==> config.mk <==
export PLATFORM = sky130hd
export DESIGN_NAME = i2c_irq_status_unit
export DESIGN_NICKNAME = d
export VERILOG_FILES = /design/src/rtl/i2c_isr_pkg.sv /design/src/rtl/isr_flag_store.sv /design/src/rtl/isr_vector_enc.sv /design/src/rtl/isr_req_drive.sv /design/src/rtl/i2c_irq_status_unit.sv
export SDC_FILE = /design/constraint.sdc
export NUM_CORES = 1
export LEC_CHECK = 0
export ABC_AREA = 1
export CORE_MARGIN = 5
export CORE_UTILIZATION = 38
export CTS_CLUSTER_DIAMETER = 50
export DETAILED_ROUTE_END_ITERATION = 6
export MAX_ROUTING_LAYER = met4
export PLACE_DENSITY = 0.87
export SYNTH_ARGS = -nofsm -noshare
export SYNTH_HDL_FRONTEND = slang
export SYNTH_SLANG_ARGS = --single-unit
==> constraint.sdc <==
create_clock -name clk -period 1.4 [get_ports clk]
set_clock_uncertainty 0.1 [all_clocks]
set_input_delay 0.28 -clock clk [delete_from_list [all_inputs] [get_ports clk]]
set_output_delay 0.28 -clock clk [all_outputs]
set_load 0.01 [all_outputs]
==> src/rtl/i2c_isr_pkg.sv <==
package i2c_isr_pkg;

  localparam int ST_W       = 12;
  localparam int MASK_W     = 6;
  localparam int MASK_W_OLD = 5;
  localparam int REV_W      = 8;

  localparam int B_NACK = 1;
  localparam int B_ARDY = 2;
  localparam int B_RRDY = 3;
  localparam int B_XRDY = 4;
  localparam int B_AAS  = 9;
  localparam int B_XUDF = 10;
  localparam int B_ROVR = 11;

  localparam int B_BUSY     = 12;
  localparam int B_RX_EN    = 15;
  localparam int B_TX_EN    = 7;
  localparam int B_FORCE    = 11;

  localparam logic [ST_W-1:0] W1C_BITS = 12'h027;

  typedef enum logic [2:0] {
    RA_MASK = 3'd0,
    RA_STAT = 3'd1,
    RA_VEC  = 3'd2,
    RA_BUF  = 3'd3,
    RA_TEST = 3'd4
  } reg_addr_e;

endpackage

==> src/rtl/isr_flag_store.sv <==
module isr_flag_store #(
  parameter int W = 12
) (
  input  logic         clk,
  input  logic         rst_n,
  input  logic [W-1:0] set_vec,
  input  logic [W-1:0] clr_vec,
  input  logic [W-1:0] force_vec,
  output logic [W-1:0] flags
);

  // set and force win over clear in the same cycle
  always_ff @(posedge clk) begin
    if (!rst_n) flags <= '0;
    else        flags <= (flags & ~clr_vec) | set_vec | force_vec;
  end

  a_r2_flag_holds: assert property (@(posedge clk) disable iff (!rst_n)
    (set_vec != '0) |=> ((flags & $past(set_vec)) == $past(set_vec)));

endmodule

==> src/rtl/isr_vector_enc.sv <==
module isr_vector_enc #(
  parameter int W = 6,
  localparam int IDX_W = $clog2(W + 1)
) (
  input  logic [W-1:0]     pend,
  output logic [IDX_W-1:0] idx,
  output logic [W-1:0]     onehot
);

  // lowest pending bit wins; scan from the top so the lowest assignment sticks
  always_comb begin
    idx    = '0;
    onehot = '0;
    for (int i = W - 1; i >= 0; i--) begin
      if (pend[i]) begin
        idx    = IDX_W'(i + 1);
        onehot = '0;
        onehot[i] = 1'b1;
      end
    end
  end

endmodule

==> src/rtl/isr_req_drive.sv <==
module isr_req_drive #(
  parameter int MW = 6
) (
  input  logic          clk,
  input  logic          rst_n,
  input  logic [MW-1:0] low_flags,
  input  logic [MW-1:0] en_mask,
  input  logic          rrdy,
  input  logic          xrdy,
  input  logic          rx_en,
  input  logic          tx_en,
  output logic          irq,
  output logic          dma_rx_req,
  output logic          dma_tx_req
);

  assign irq        = |(low_flags & en_mask);
  assign dma_rx_req = rrdy & rx_en;
  assign dma_tx_req = xrdy & tx_en;

  a_r9_rx_gated: assert property (@(posedge clk) disable iff (!rst_n)
    !rx_en |-> !dma_rx_req);
  a_r9_tx_gated: assert property (@(posedge clk) disable iff (!rst_n)
    !tx_en |-> !dma_tx_req);

endmodule

==> src/rtl/i2c_irq_status_unit.sv <==
module i2c_irq_status_unit
  import i2c_isr_pkg::*;
#(
  parameter logic [REV_W-1:0] REV_THRESH = 8'h34
) (
  input  logic        clk,
  input  logic        rst_n,
  input  logic [7:0]  rev,
  input  logic        ev_nack,
  input  logic        ev_ardy,
  input  logic        ev_rrdy,
  input  logic        ev_xrdy,
  input  logic        ev_aas,
  input  logic        ev_xudf,
  input  logic        ev_rovr,
  input  logic        bus_busy,
  input  logic        reg_wr,
  input  logic        reg_rd,
  input  logic [2:0]  reg_addr,
  input  logic [15:0] reg_wdata,
  output logic [15:0] reg_rdata,
  output logic        irq,
  output logic        dma_rx_req,
  output logic        dma_tx_req
);

  localparam int IDX_W = $clog2(MASK_W + 1);

  logic              new_rev;
  logic [ST_W-1:0]   stat;
  logic [ST_W-1:0]   set_vec, clr_vec, force_vec;
  logic [MASK_W-1:0] mask;
  logic              buf_rx_en, buf_tx_en;
  logic [IDX_W-1:0]  vec_idx;
  logic [MASK_W-1:0] vec_onehot;
  logic              wr_mask, wr_stat, wr_buf, wr_test, rd_vec;
  logic              unused_wbits;

  assign new_rev = (rev >= REV_THRESH);
  assign unused_wbits = ^{reg_wdata[14:12]};

  assign wr_mask = reg_wr && (reg_addr == RA_MASK);
  assign wr_stat = reg_wr && (reg_addr == RA_STAT);
  assign wr_buf  = reg_wr && (reg_addr == RA_BUF);
  assign wr_test = reg_wr && (reg_addr == RA_TEST);
  assign rd_vec  = reg_rd && (reg_addr == RA_VEC);

  always_comb begin
    set_vec = '0;
    set_vec[B_NACK] = ev_nack;
    set_vec[B_ARDY] = ev_ardy;
    set_vec[B_RRDY] = ev_rrdy;
    set_vec[B_XRDY] = ev_xrdy;
    set_vec[B_AAS]  = ev_aas;
    set_vec[B_XUDF] = ev_xudf;
    set_vec[B_ROVR] = ev_rovr;
  end

  always_comb begin
    clr_vec = '0;
    if (wr_stat && new_rev)
      clr_vec = reg_wdata[ST_W-1:0] & W1C_BITS;
    else if (rd_vec && !new_rev)
      clr_vec = ST_W'(vec_onehot);
  end

  always_comb begin
    force_vec = '0;
    if (wr_test && new_rev && reg_wdata[B_FORCE])
      force_vec[MASK_W-1:0] = '1;
  end

  isr_flag_store #(.W(ST_W)) u_flags (
    .clk       (clk),
    .rst_n     (rst_n),
    .set_vec   (set_vec),
    .clr_vec   (clr_vec),
    .force_vec (force_vec),
    .flags     (stat)
  );

  isr_vector_enc #(.W(MASK_W)) u_vec (
    .pend   (stat[MASK_W-1:0] & mask),
    .idx    (vec_idx),
    .onehot (vec_onehot)
  );

  always_ff @(posedge clk) begin
    if (!rst_n) begin
      mask      <= '0;
      buf_rx_en <= 1'b0;
      buf_tx_en <= 1'b0;
    end else begin
      if (wr_mask)
        mask <= new_rev ? reg_wdata[MASK_W-1:0]
                        : MASK_W'(reg_wdata[MASK_W_OLD-1:0]);
      if (wr_buf) begin
        buf_rx_en <= reg_wdata[B_RX_EN];
        buf_tx_en <= reg_wdata[B_TX_EN];
      end
    end
  end

  always_comb begin
    reg_rdata = '0;
    unique case (reg_addr)
      RA_MASK: reg_rdata[MASK_W-1:0] = mask;
      RA_STAT: begin
        reg_rdata[ST_W-1:0] = stat;
        reg_rdata[B_BUSY]   = bus_busy;
      end
      RA_VEC:  if (!new_rev) reg_rdata[IDX_W-1:0] = vec_idx;
      RA_BUF: begin
        reg_rdata[B_RX_EN] = buf_rx_en;
        reg_rdata[B_TX_EN] = buf_tx_en;
      end
      default: reg_rdata = '0;
    endcase
  end

  isr_req_drive #(.MW(MASK_W)) u_req (
    .clk        (clk),
    .rst_n      (rst_n),
    .low_flags  (stat[MASK_W-1:0]),
    .en_mask    (mask),
    .rrdy       (stat[B_RRDY]),
    .xrdy       (stat[B_XRDY]),
    .rx_en      (buf_rx_en),
    .tx_en      (buf_tx_en),
    .irq        (irq),
    .dma_rx_req (dma_rx_req),
    .dma_tx_req (dma_tx_req)
  );

  // the reported flag is gone after an old-revision vector read
  a_r6_vec_clears: assert property (@(posedge clk) disable iff (!rst_n)
    (rd_vec && !new_rev && (vec_idx != '0) && (set_vec == '0))
      |=> ((stat[MASK_W-1:0] & $past(vec_onehot)) == '0));

  a_r7_w1c_clears: assert property (@(posedge clk) disable iff (!rst_n)
    (wr_stat && new_rev && (set_vec == '0))
      |=> ((stat & $past(reg_wdata[ST_W-1:0] & W1C_BITS)) == '0));

  a_r7_old_stat_ro: assert property (@(posedge clk) disable iff (!rst_n)
    (wr_stat && !new_rev && !reg_rd && (set_vec == '0)) |=> $stable(stat));

  a_r8_force_low: assert property (@(posedge clk) disable iff (!rst_n)
    (wr_test && new_rev && reg_wdata[B_FORCE]) |=> (&stat[MASK_W-1:0]));

  a_r1_reset_quiet: assert property (@(posedge clk)
    $past(!rst_n) |-> (!irq && !dma_rx_req && !dma_tx_req));

endmodule

# Yosys cells after proc, flatten, opt, wreduce, memory -nomap -nowiden
# Index checks and enable logic that the tools add are counted.
dict set report op_classes {
  muxes 23
  n_bitwise 7
  order_cmp 1
  n_reduce_logical 12
  n_eq_ne 4
}
# operator n
set ops {}
lappend ops {{$mux 6} 10}
lappend ops {{$mux 3} 7}
lappend ops {{$and 12x12->12} 1}
lappend ops {{$not 6->12} 1}
lappend ops {{$or 12x12->12} 1}
lappend ops {{$or 12x6->12} 1}
lappend ops {{$logic_and 1x1->1} 9}
lappend ops {{$pmux 3 s3} 1}
lappend ops {{$ge 8x6->1 const B} 1}
lappend ops {{$and 6x6->6} 1}
lappend ops {{$eq 3x2->1 const B} 2}
lappend ops {{$pmux 3 s2} 1}
lappend ops {{$reduce_or 6->1} 1}
lappend ops {{$mux 5} 1}
lappend ops {{$eq 3x1->1 const B} 1}
lappend ops {{$eq 3x3->1 const B} 1}
lappend ops {{$logic_not 3->1} 1}
lappend ops {{$and 1x1->1} 2}
lappend ops {{$mux 1} 2}
lappend ops {{$pmux 1 s2} 1}
lappend ops {{$logic_not 1->1} 1}
dict set report word_totals {
  wordCells 51
  input_bits 39
  out_inout_bits 19
  register_bits 20
}

# Logic depth before layout (Yosys ltp)
# Gate-level depths: netlist of the first run.
dict set report depth {
  ltp_word 13
  mapped_depth 8
  depth_no_buf 8
}

# Modules after synthesis
# A second synthesis of the first run with hierarchy kept.
dict set report hier_totals {
  cells_unflattened 239
  area_unflattened_um2 1400.1
}
# mod seq_area_each_um2 cells_each n_inst area_each_um2
set modules_own_cells {}
lappend modules_own_cells {i2c_irq_status_unit 160.2 141 1 760.7}
lappend modules_own_cells {isr_flag_store 240.2 62 1 488.0}
lappend modules_own_cells {isr_vector_enc 0.0 20 1 91.3}
lappend modules_own_cells {isr_req_drive 0.0 16 1 60.1}

# Worst setup path before layout of the first run
# OpenSTA, ideal clock, no wires.
dict set report synth_path {
  path_kind {reg-to-output}
  from {reg u_flags.flags[0]}
  to {out reg_rdata[2]}
  required_time_ns 1.020
  path_slack_ns 0.179
  t_arrival_ns 0.841
  stages_incl_launch_ff 6
  n_path_buf 0
  cell_sequence {dfxtp_1 -> nand2_1 -> nand3_1 -> nor2_1 -> nand2_1 -> o221ai_1}
}
dict set report synth_via {
  elab_chain_len 4
}
# element line_no
set synth_rtl {}
lappend synth_rtl {{start: declaration} isr_flag_store.sv:9} ;# output logic [W-1:0] flags
lappend synth_rtl {{start signal: assignment} isr_flag_store.sv:15} ;# else flags <= (flags & ~clr_vec) | set_vec | force_vec;
lappend synth_rtl {{$and 6x6->6} i2c_irq_status_unit.sv:83} ;# .pend (stat[MASK_W-1:0] & mask),
lappend synth_rtl {{$mux 3} isr_vector_enc.sv:15} ;# if (pend[i]) begin
lappend synth_rtl {{$mux 3} i2c_irq_status_unit.sv:112} ;# RA_VEC: if (!new_rev) reg_rdata[IDX_W-1:0] = vec_idx;
lappend synth_rtl {{$pmux 3 s3} i2c_irq_status_unit.sv:106} ;# unique case (reg_addr)
lappend synth_rtl {{end: declaration} i2c_irq_status_unit.sv:21} ;# output logic [15:0] reg_rdata,
# Every way passes these cells.

# Final worst setup path of the first run
dict set report layout_path {
  from {reg u_flags.flags[3]}
  to {out reg_rdata[0]}
}
dict set report layout_via {
  elab_chain_len 7
}
# element line_no
set layout_rtl {}
lappend layout_rtl {{$and 6x6->6} i2c_irq_status_unit.sv:83}
lappend layout_rtl {{$mux 3 (4 in series)} isr_vector_enc.sv:15}
lappend layout_rtl {{$mux 3} i2c_irq_status_unit.sv:112}
lappend layout_rtl {{$pmux 3 s3} i2c_irq_status_unit.sv:106}
# Every way passes these cells.

==> flow_summary.json, run 1 <==
{
  "powerDensity_nw_per_um2": 565,
  "fin_ws_ns": -0.356,
  "hold_start": "reg_addr[2]",
  "hold_viol_final": 0,
  "maxCapViolCount": 0,
  "instances_no_fill": 276,
  "holdPathStages": 5,
  "ys_seq_area_share_pct": 33.0,
  "wirelength_um": 4700,
  "viasPerCell": 5.36,
  "fin_crit_sh_pct": 125,
  "crit_family": "flip-flops",
  "grt_max_degree": 13,
  "path_clk_slew_ns": 0.11,
  "area_delta_synth_final_pct": 102,
  "clkSinkCount": 17,
  "grt_overflow": 0,
  "slowest_delay_ns": 0.38,
  "grt_first_pass_wirelength_um": 5730,
  "final_nets": 286,
  "fin_crit_ns": 1.76,
  "crit_buf_inv": 1,
  "hold_path_end": "buf_rx_en",
  "vias": 1479,
  "dp_cells": 258,
  "grt_use_total_pct": 20.7,
  "cp.required_ns": 1.02,
  "io_buffers": 44,
  "yosysWarningCount": 0,
  "clock-root-buffer": "clkbuf_4",
  "r2r_end": "u_flags.flags[5]",
  "cts_tree": "yes",
  "rrSetupSlack_ns": 0.03,
  "crit_type": "flip-flop to output pin",
  "reg2reg_depth": 7,
  "ys_seq_elements": 17,
  "setup_viol": 8,
  "syn_avg_cell_area_um2": 6.48,
  "critPathSlowestCell": "dfxtp_4",
  "rr_startpoint": "u_flags.flags[1]",
  "dr.pass1.iters": 4,
  "coreArea_um2": 2540,
  "ctsHtreeMaxLevel": 1,
  "max_freq_ghz": 0.569,
  "first_global_vias": 1329,
  "insertion_delay_ns": 0.30,
  "cp.arrival_ns": 1.38,
  "drc_errors": 0,
  "slew_viol_final": 0,
  "finalWeightedCongestion": 0.840,
  "min_path_type": "input port to flip-flop",
  "antenna-diode-count": 0,
  "violations": "negative setup slack",
  "synth.cell_area_um2": 1030,
  "endpoint_kind": "output pin",
  "cts_buffers": 3,
  "dp_hpwl_um": 2340,
  "synthDistinctLibCells": 23,
  "drtAntennaViolNets": 0,
  "clockBufferDepth": 2,
  "vdd_drop_max_v": 0.000829,
  "cts_hold_buf": 0,
  "fp.dieW_um": 62.1,
  "pre_cts_ws_ns": -0.923,
  "io_pins": 58,
  "dieArea_um2": 3850,
  "antenna_found_initial": 0,
  "cp-start-kind": "flip-flop",
  "cp_max_fo": 4,
  "crit_chain": "nand2_8 > nand3_4 > a31oi_4 > nand2_1 > o211ai_1 > buf_2",
  "drtIter0Drc": 46,
  "leakagePower_nw": 0.945,
  "num_rows": 18,
  "outcome": "finished, violations left",
  "wl_per_cell_um": 17.0,
  "rsz0062_at_grt": "yes",
  "die_h_um": 62.1,
  "initial_utilization_pct": 40.5,
  "drive_gt1_share_pct": 47.2,
  "syn_inst": 159
}
## routing by layer
layer,GRT usage [%],share of wire [%]
met2,36.1,50
met4,8.79,5.6
met5,-,0
met3,2.89,9.4
met1,23.3,35
## sequential cells by signal (all words and copies together), names as in the netlist
register,count
u_flags.flags,9
mask,6
buf_rx_en,1
buf_tx_en,1
## synthesized netlist by cell type
master	n	share of area, %
nand2_1	27	9.8
dfxtp_1	17	33
a31oi_1	1	0.61
nand3_1	16	7.8
inv_2	3	1.1
nand4_1	3	1.8
buf_2	1	0.49
a21oi_1	19	9.2
inv_1	25	9.1
o21ai_0	7	3.4
o22ai_1	3	1.8
nand3_4	1	1.7
nor3_2	1	0.97
a211oi_2	1	1.2
conb_1	1	0.36
nor2_1	20	7.3
o221ai_1	2	1.7
nor2_2	2	1.2
buf_6	1	1.1
buf_4	4	2.9
nor2_4	2	2.2
o211ai_1	1	0.73
clkinv_1	1	0.36
## stage by stage
step / hold WS, ns / util (%) / TNS [ns] / total power [mW] / instance area, µm²
finish: 0.334 / 81.9 / -1.71 / 1.18 / 2080
global route: 0.357 / 81.9 / -2.32 / 1.23 / 2080
CTS: 0.313 / 73.5 / -1.34 / 1.12 / 1870
detailed placement: 0.359 / 66.1 / -14.97 / 0.801 / 1680
global placement: 0.349 / 66.1 / -14.61 / 0.796 / 1680
floorplan: 0.296 / - / 0 / 0.637 / 1040
## worst max path at each step
stage | endpoint | start | depth (start not counted) | slack, ns
final | reg_rdata[0] | u_flags.flags[3] | 6 | -0.36
after global routing | reg_rdata[0] | u_flags.flags[3] | 6 | -0.43
after CTS | reg_rdata[2] | u_flags.flags[3] | 7 | -0.27
after detailed placement | reg_rdata[2] | reg_addr[0] | 5 | -0.92
after global placement | reg_rdata[2] | reg_addr[0] | 5 | -0.91
after floorplan | reg_rdata[2] | u_flags.flags[0] | 5 | 0.18
## layout make-up
cell class                      instances  area [µm²]
Timing Repair Buffer                   85         769
Multi-Input combinational cell        111         766
Fill cell                             160         462
Sequential cell                        17         364
Inverter                               29         119
Tap cell                               30        37.5
Clock buffer                            3        22.5
Clock inverter                          1        5.00
## logic make-up (layout without fill, tap and decap cells)
| family | Yosys count | count (layout) | synth area share [%] |
|---|---|---|---|
| simple gates | 72 | 73 | 32.8 |
| buf+inv | 35 | 118 | 15.1 |
| compound gates | 34 | 34 | 18.7 |
| flops | 17 | 17 | 33.1 |
| other cells | 1 | 4 | 0.364 |
## worst reg2reg max path: stages, from the launching register on
cell     delay [ns]
dfxtp_1        0.35
nand2_2        0.15
nand3_2        0.13
buf_4          0.16
nor2_1         0.13
nand2_1        0.08
nand3_1        0.10
a21oi_1        0.07
## power breakdown
part	internal, mW	switching, mW
clock network	0.107	0.169
logic	0.200	0.172
registers	0.504	0.0261
total	0.811	0.367
## layout by cell type, fill, tap and decap left out
master           Yosys  routed
buf_4                4      28
clkdlybuf4s50_1      0      20
inv_1               25      18
a21oi_1             19      18
buf_6                1      17
nand2_1             27      16
nor2_1              20      15
nand3_1             16      12
buf_2                1      11
nor2_4               2       9
inv_2                3       8
dfxtp_1             17       8
o21ai_0              7       7
nand2_2              0       6
dlygate4sd2_1        0       6
dfxtp_4              0       5
conb_1               1       4
dfxtp_2              0       4
nand3_4              1       3
o22ai_2              0       3
nand4_1              3       3
nand3_2              0       3
nand2_4              0       3
clkbuf_4             0       3
buf_12               0       3
nand2_8              0       2
inv_8                0       1
inv_4                0       1
a21oi_4              0       1
a31oi_4              0       1
o211ai_1             1       1
o221ai_2             0       1
o221ai_1             2       1
nor3_4               0       1
clkinv_1             1       1
a211oi_2             1       1
clkinv_2             0       1
## timing repair
item,in CTS,in global routing
hold endpoints to repair,0,0
buffers inserted,11,4
gates cloned,1,0
pin swaps,14,10
setup endpoints to repair,22,21
resized for setup,119,54
No activity file was read; power rests on OpenSTA's default activity.
==> inputs of run 2 (changes only) <==
- SKIP_CTS_REPAIR_TIMING: unset -> 1
==> run 2 against run 1 <==
  * The run still ends with negative setup slack left
  * Final cell count down 2.9%
  * Core utilization down 6.8 points
  * Hold slack worse by 0.043 ns
  * Combinational power down 17%
  * Global-route usage down 4.1 points
  * Non-clock buffer count down 7
  * Design area down 8.3%
  * Critical endpoint is now reg_rdata[2]
  * Largest power group unchanged
  * Highest routed layer unchanged
==> flow_summary.json, run 2 (synthesized netlist as in run 1, its figures left out) <==
{
  "slowest_delay_ns": 0.38,
  "initial_utilization_pct": 40.5,
  "violations": "negative setup slack",
  "grt_use_total_pct": 16.5,
  "grt_first_pass_wirelength_um": 4670,
  "cts_tree": "yes",
  "dr.pass1.iters": 4,
  "insertion_delay_ns": 0.31,
  "powerDensity_nw_per_um2": 583,
  "dpl_cell_area_um2": 1680,
  "dieArea_um2": 3850,
  "area_delta_synth_final_pct": 85.5,
  "leakagePower_nw": 0.915,
  "path_clk_slew_ns": 0.11,
  "fp.dieW_um": 62.1,
  "pre_cts_ws_ns": -0.923,
  "stdcell_area_um2": 1910,
  "cp-start-kind": "flip-flop",
  "vdd_drop_max_v": 0.000543,
  "outcome": "finished, violations left",
  "layout_commonest_cell": "buf_4",
  "cp.required_ns": 1.02,
  "wl_per_cell_um": 13.3,
  "wirelength_um": 3580,
  "clkSinkCount": 17,
  "drtAntennaViolNets": 0,
  "cp.arrival_ns": 1.34,
  "ctsHtreeMaxLevel": 1,
  "crit_chain": "nand2_2 > nand2_1 > nor2_2 > nor2_1 > nand2_1 > o221ai_2 > buf_2",
  "antenna-diode-count": 0,
  "finalWeightedCongestion": 0.840,
  "grt_max_degree": 13,
  "drtIter0Drc": 52,
  "drc_errors": 0,
  "drive_gt1_share_pct": 41.6,
  "reg_top3": "u_flags.flags (9), mask (6)",
  "vias": 1362,
  "most-common-layout-cells": "buf_4 (28), inv_1 (21), clkdlybuf4s50_1 (21), nand2_1 (18), a21oi_1 (18)",
  "endpoint_kind": "output pin",
  "antenna_found_initial": 0,
  "min_path_type": "input port to flip-flop",
  "coreArea_um2": 2540,
  "grt_overflow": 0,
  "fin_crit_ns": 1.72,
  "top_register": "u_flags.flags",
  "rsz0062_at_grt": "yes",
  "crit_top_cell": "nand2_1",
  "cts_buffers": 3,
  "fillers": 184,
  "fin_ws_ns": -0.321,
  "critPathSlowestCell": "dfxtp_4",
  "num_rows": 18,
  "io_pins": 58,
  "viasPerCell": 5.08,
  "setup_viol": 8,
  "first_global_vias": 1166,
  "fin_total_pwr_mw": 1.11,
  "final_nets": 278,
  "die_h_um": 62.1,
  "io_buffers": 44,
  "max_freq_ghz": 0.581,
  "fin_crit_sh_pct": 123,
  "whs_ns": 0.292,
  "crit_family": "simple AND/OR/NAND/NOR gates",
  "crit_buf_inv": 1,
  "largest_reg_flops": 9,
  "crit_type": "flip-flop to output pin",
  "dp_hpwl_um": 2340,
  "hold_viol_final": 0,
  "clockBufferDepth": 2,
  "clock-root-buffer": "clkbuf_4",
  "slew_viol_final": 0,
  "cp_max_fo": 3,
  "maxCapViolCount": 0
}
==> run 2: cell count changes in the layout (fill, tap and decap cells not counted), moves of 3 or more <==
cell	before	now
clkbuf_2	0	3
buf_6	17	11
dlymetal6s2s_1	0	5
inv_2	8	5
buf_2	11	8
buf_12	3	0
inv_1	18	21
dlygate4sd2_1	6	0
==> run 2: power by group <==
| group | switching, mW | leakage [nW] | internal (mW) |
|---|---|---|---|
| clock | 0.171 | 0.0177 | 0.107 |
| combinational | 0.139 | 0.753 | 0.170 |
| sequential | 0.0208 | 0.144 | 0.506 |
| total | 0.330 | 0.915 | 0.783 |
==> run 2: final cells by class <==
class	count	area [µm²]	area share [%]
Timing Repair Buffer	78	692	36.2
Inverter	29	119	6.22
Clock inverter	1	5.00	0.262
Sequential cell	17	358	18.7
Multi-Input combinational cell	110	677	35.4
Tap cell	30	37.5	1.96
Clock buffer	3	22.5	1.18
==> run 2: path summary, 6_finish.rpt <==
kind | slack, ns | to | cells past startpoint | start
hold / removal | 0.29 | buf_tx_en | 5 | reg_addr[1]
setup / recovery | -0.32 | reg_rdata[2] | 7 | u_flags.flags[4]
setup reg to reg | 0.19 | u_flags.flags[5] | 7 | mask[1]
hold reg to reg | 0.38 | u_flags.flags[11] | 2 | u_flags.flags[11]
==> run 2: worst reg2reg max path, stage by stage (launching register included) <==
cell,delay (ns)
dfxtp_1,0.34
nand2_2,0.13
nand3_2,0.11
buf_4,0.15
nor2_1,0.09
nand2_1,0.06
nand3_1,0.07
a21oi_1,0.06
==> run 2: per-stage QoR <==
stage	cells	setup TNS (ns)	util, %
floorplan	162	0	-
global placement	258	-14.61	66.1
detailed placement	258	-14.97	66.1
CTS	262	-11.79	67.2
global route	268	-2.10	75.1
finish	268	-1.34	75.1
==> run 2: layer usage <==
metal / global-route usage (%) / routed length [µm] / vias up
li1: - / - / 666
met4: 6.67 / 103 / 0
met1: 20.2 / 1400 / 624
met3: 2.07 / 306 / 11
met2: 27.4 / 1770 / 61
met5: - / 0 / -
==> inputs of run 3 (changes only) <==
- CORE_ASPECT_RATIO: unset -> 1.4
- MAX_ROUTING_LAYER: met4 -> unset
- RECOVER_POWER: unset -> 50
==> run 3 against run 2 <==
  * The flow still finishes with violations (negative setup slack)
  * Highest routed layer unchanged
  * Fmax down 0.76%
  * Critical path depth down 1
  * Non-clock buffer count up 5
  * Largest cell class unchanged
  * Count of clock-buffer cells in the layout up 1
  * First-iteration DRC count up 12%
  * Flip-flop and latch count unchanged
  * Setup slack worse by 0.013 ns
  * Core utilization down 0.38 points
  * Critical endpoint is now reg_rdata[0]
  * Sequential share of layout area down 0.66 points
  * Via count up 7.4%
==> flow_summary.json, run 3 (synthesized netlist as in run 1, its figures left out) <==
{
  "outcome": "finished, violations left",
  "violations": "negative setup slack",
  "drtAntennaViolNets": 0,
  "p_seq_share_pct": 47.0,
  "finalWeightedCongestion": 0.928,
  "io_buffers": 44,
  "crit_chain": "nand2_4 > nand3_2 > a31oi_1 > nand2_1 > o211ai_1 > buf_2",
  "num_rows": 22,
  "dr.pass1.iters": 4,
  "cp.required_ns": 1.02,
  "cp-start-kind": "flip-flop",
  "slowest_delay_ns": 0.35,
  "p_int_uw": 795,
  "insertion_delay_ns": 0.30,
  "dp_hpwl_um": 2590,
  "rsz0062_at_grt": "yes",
  "hold_viol_final": 0,
  "clockBufferDepth": 2,
  "crit_buf_inv": 1,
  "fin_crit_sh_pct": 124,
  "first_global_vias": 1227,
  "cp_max_fo": 4,
  "power_switching_uw": 332,
  "fillers": 195,
  "viasPerCell": 5.24,
  "dp_cells": 264,
  "leakagePower_nw": 0.949,
  "layout_commonest_cell": "buf_4",
  "clock-root-buffer": "clkbuf_4",
  "fin_ws_ns": -0.334,
  "drive_gt1_share_pct": 44.9,
  "reg_top3": "u_flags.flags (9), mask (6)",
  "area_delta_synth_final_pct": 89.7,
  "dieArea_um2": 3870,
  "pwr-share-clk_pct": 24.0,
  "grt_first_pass_wirelength_um": 5090,
  "slew_viol_final": 0,
  "grt_max_degree": 12,
  "maxCapViolCount": 0,
  "grt_use_total_pct": 17.6,
  "wirelength_um": 4370,
  "ctsHtreeMaxLevel": 1,
  "powerDensity_nw_per_um2": 577,
  "instances_no_fill": 279,
  "cts_buffers": 3,
  "coreArea_um2": 2620,
  "fin_util_pct": 74.7,
  "io_pins": 58,
  "cts_tree": "yes",
  "largest_reg_flops": 9,
  "clkSinkCount": 17,
  "fp.dieW_um": 54.0,
  "antenna_found_initial": 0,
  "p_comb_share_pct": 29.0,
  "min_path_type": "input port to flip-flop",
  "most-common-layout-cells": "buf_4 (30), inv_1 (19), nand2_1 (18), a21oi_1 (18), clkdlybuf4s50_1 (18)",
  "critPathSlowestCell": "dfxtp_2",
  "vias": 1463,
  "die_h_um": 71.6,
  "vdd_drop_max_v": 0.000488,
  "top_register": "u_flags.flags",
  "fin_crit_ns": 1.73,
  "netSwitchingFraction_pct": 29.5,
  "drc_errors": 0,
  "antenna-diode-count": 0,
  "final_nets": 283,
  "endpoint_kind": "output pin",
  "max_freq_ghz": 0.577,
  "rrSetupSlack_ns": 0.13,
  "setup_viol": 14,
  "crit_family": "flip-flops",
  "crit_type": "flip-flop to output pin",
  "cp.arrival_ns": 1.35,
  "grt_overflow": 0,
  "initial_utilization_pct": 39.4,
  "drtIter0Drc": 58,
  "wl_per_cell_um": 15.7,
  "path_clk_slew_ns": 0.10
}
run 3: changes by cell type in the layout (fill, tap and decap cells not counted), sizes merged:
cell	change
buf	+3
clkdlybuf4s50	-3
clkbuf	+2
dlygate4sd3	+2
dlymetal6s2s	+2
clkinv	-1
run 3: cell type report:
type                       count  area [µm²]  area share [%]
timing repair buffer          83         718            36.8
tap                           36        45.0            2.31
inverter                      29         121            6.21
clock buffer                   4        26.3            1.35
sequential                    17         353            18.1
multi-input combinational    110         689            35.3
run 3: per-layer routing:
layer  track usage, %  routed length (µm)  up-vias
met5                0                   0        -
met2             31.3                2360       87
met3             1.66                 339       17
met1             19.6                1510      676
met4             9.70                 159        0
li1                 -                   -      683
run 3: through the flow:
step	hold WS, ns	TNS [ns]	setup slack (ns)	instance area (µm²)	total power, mW
after floorplan	0.296	0	0.179	1040	0.637
after global placement	0.350	-15.38	-0.910	1690	0.795
after CTS	0.380	-12.68	-0.925	1720	1.06
after global routing	0.346	-2.34	-0.417	1950	1.17
after detailed placement	0.364	-15.99	-0.925	1690	0.801
final	0.320	-1.33	-0.334	1950	1.13
run 3: final timing paths:
check / from / endpoint / cells after the start
hold reg to reg: u_flags.flags[9] / u_flags.flags[9] / 2
setup reg to reg: u_flags.flags[0] / u_flags.flags[5] / 7
setup / recovery: mask[3] / reg_rdata[0] / 6
hold / removal: reg_addr[1] / buf_tx_en / 5
run 3: power by group through the flow:
stage | Combinational, mW | Clock (mW) | Sequential [mW]
floorplan | 0.106 | 0 | 0.531
global placement | 0.264 | 0 | 0.531
detailed placement | 0.269 | 0 | 0.532
CTS | 0.270 | 0.273 | 0.521
global route | 0.349 | 0.283 | 0.533
finish | 0.327 | 0.270 | 0.529
run 3: worst min-delay path: cells and delay by family:
family	cells	cell delay (ns)
simple gates	2	0.14
compound gates	1	0.08
buf+inv	2	0.19
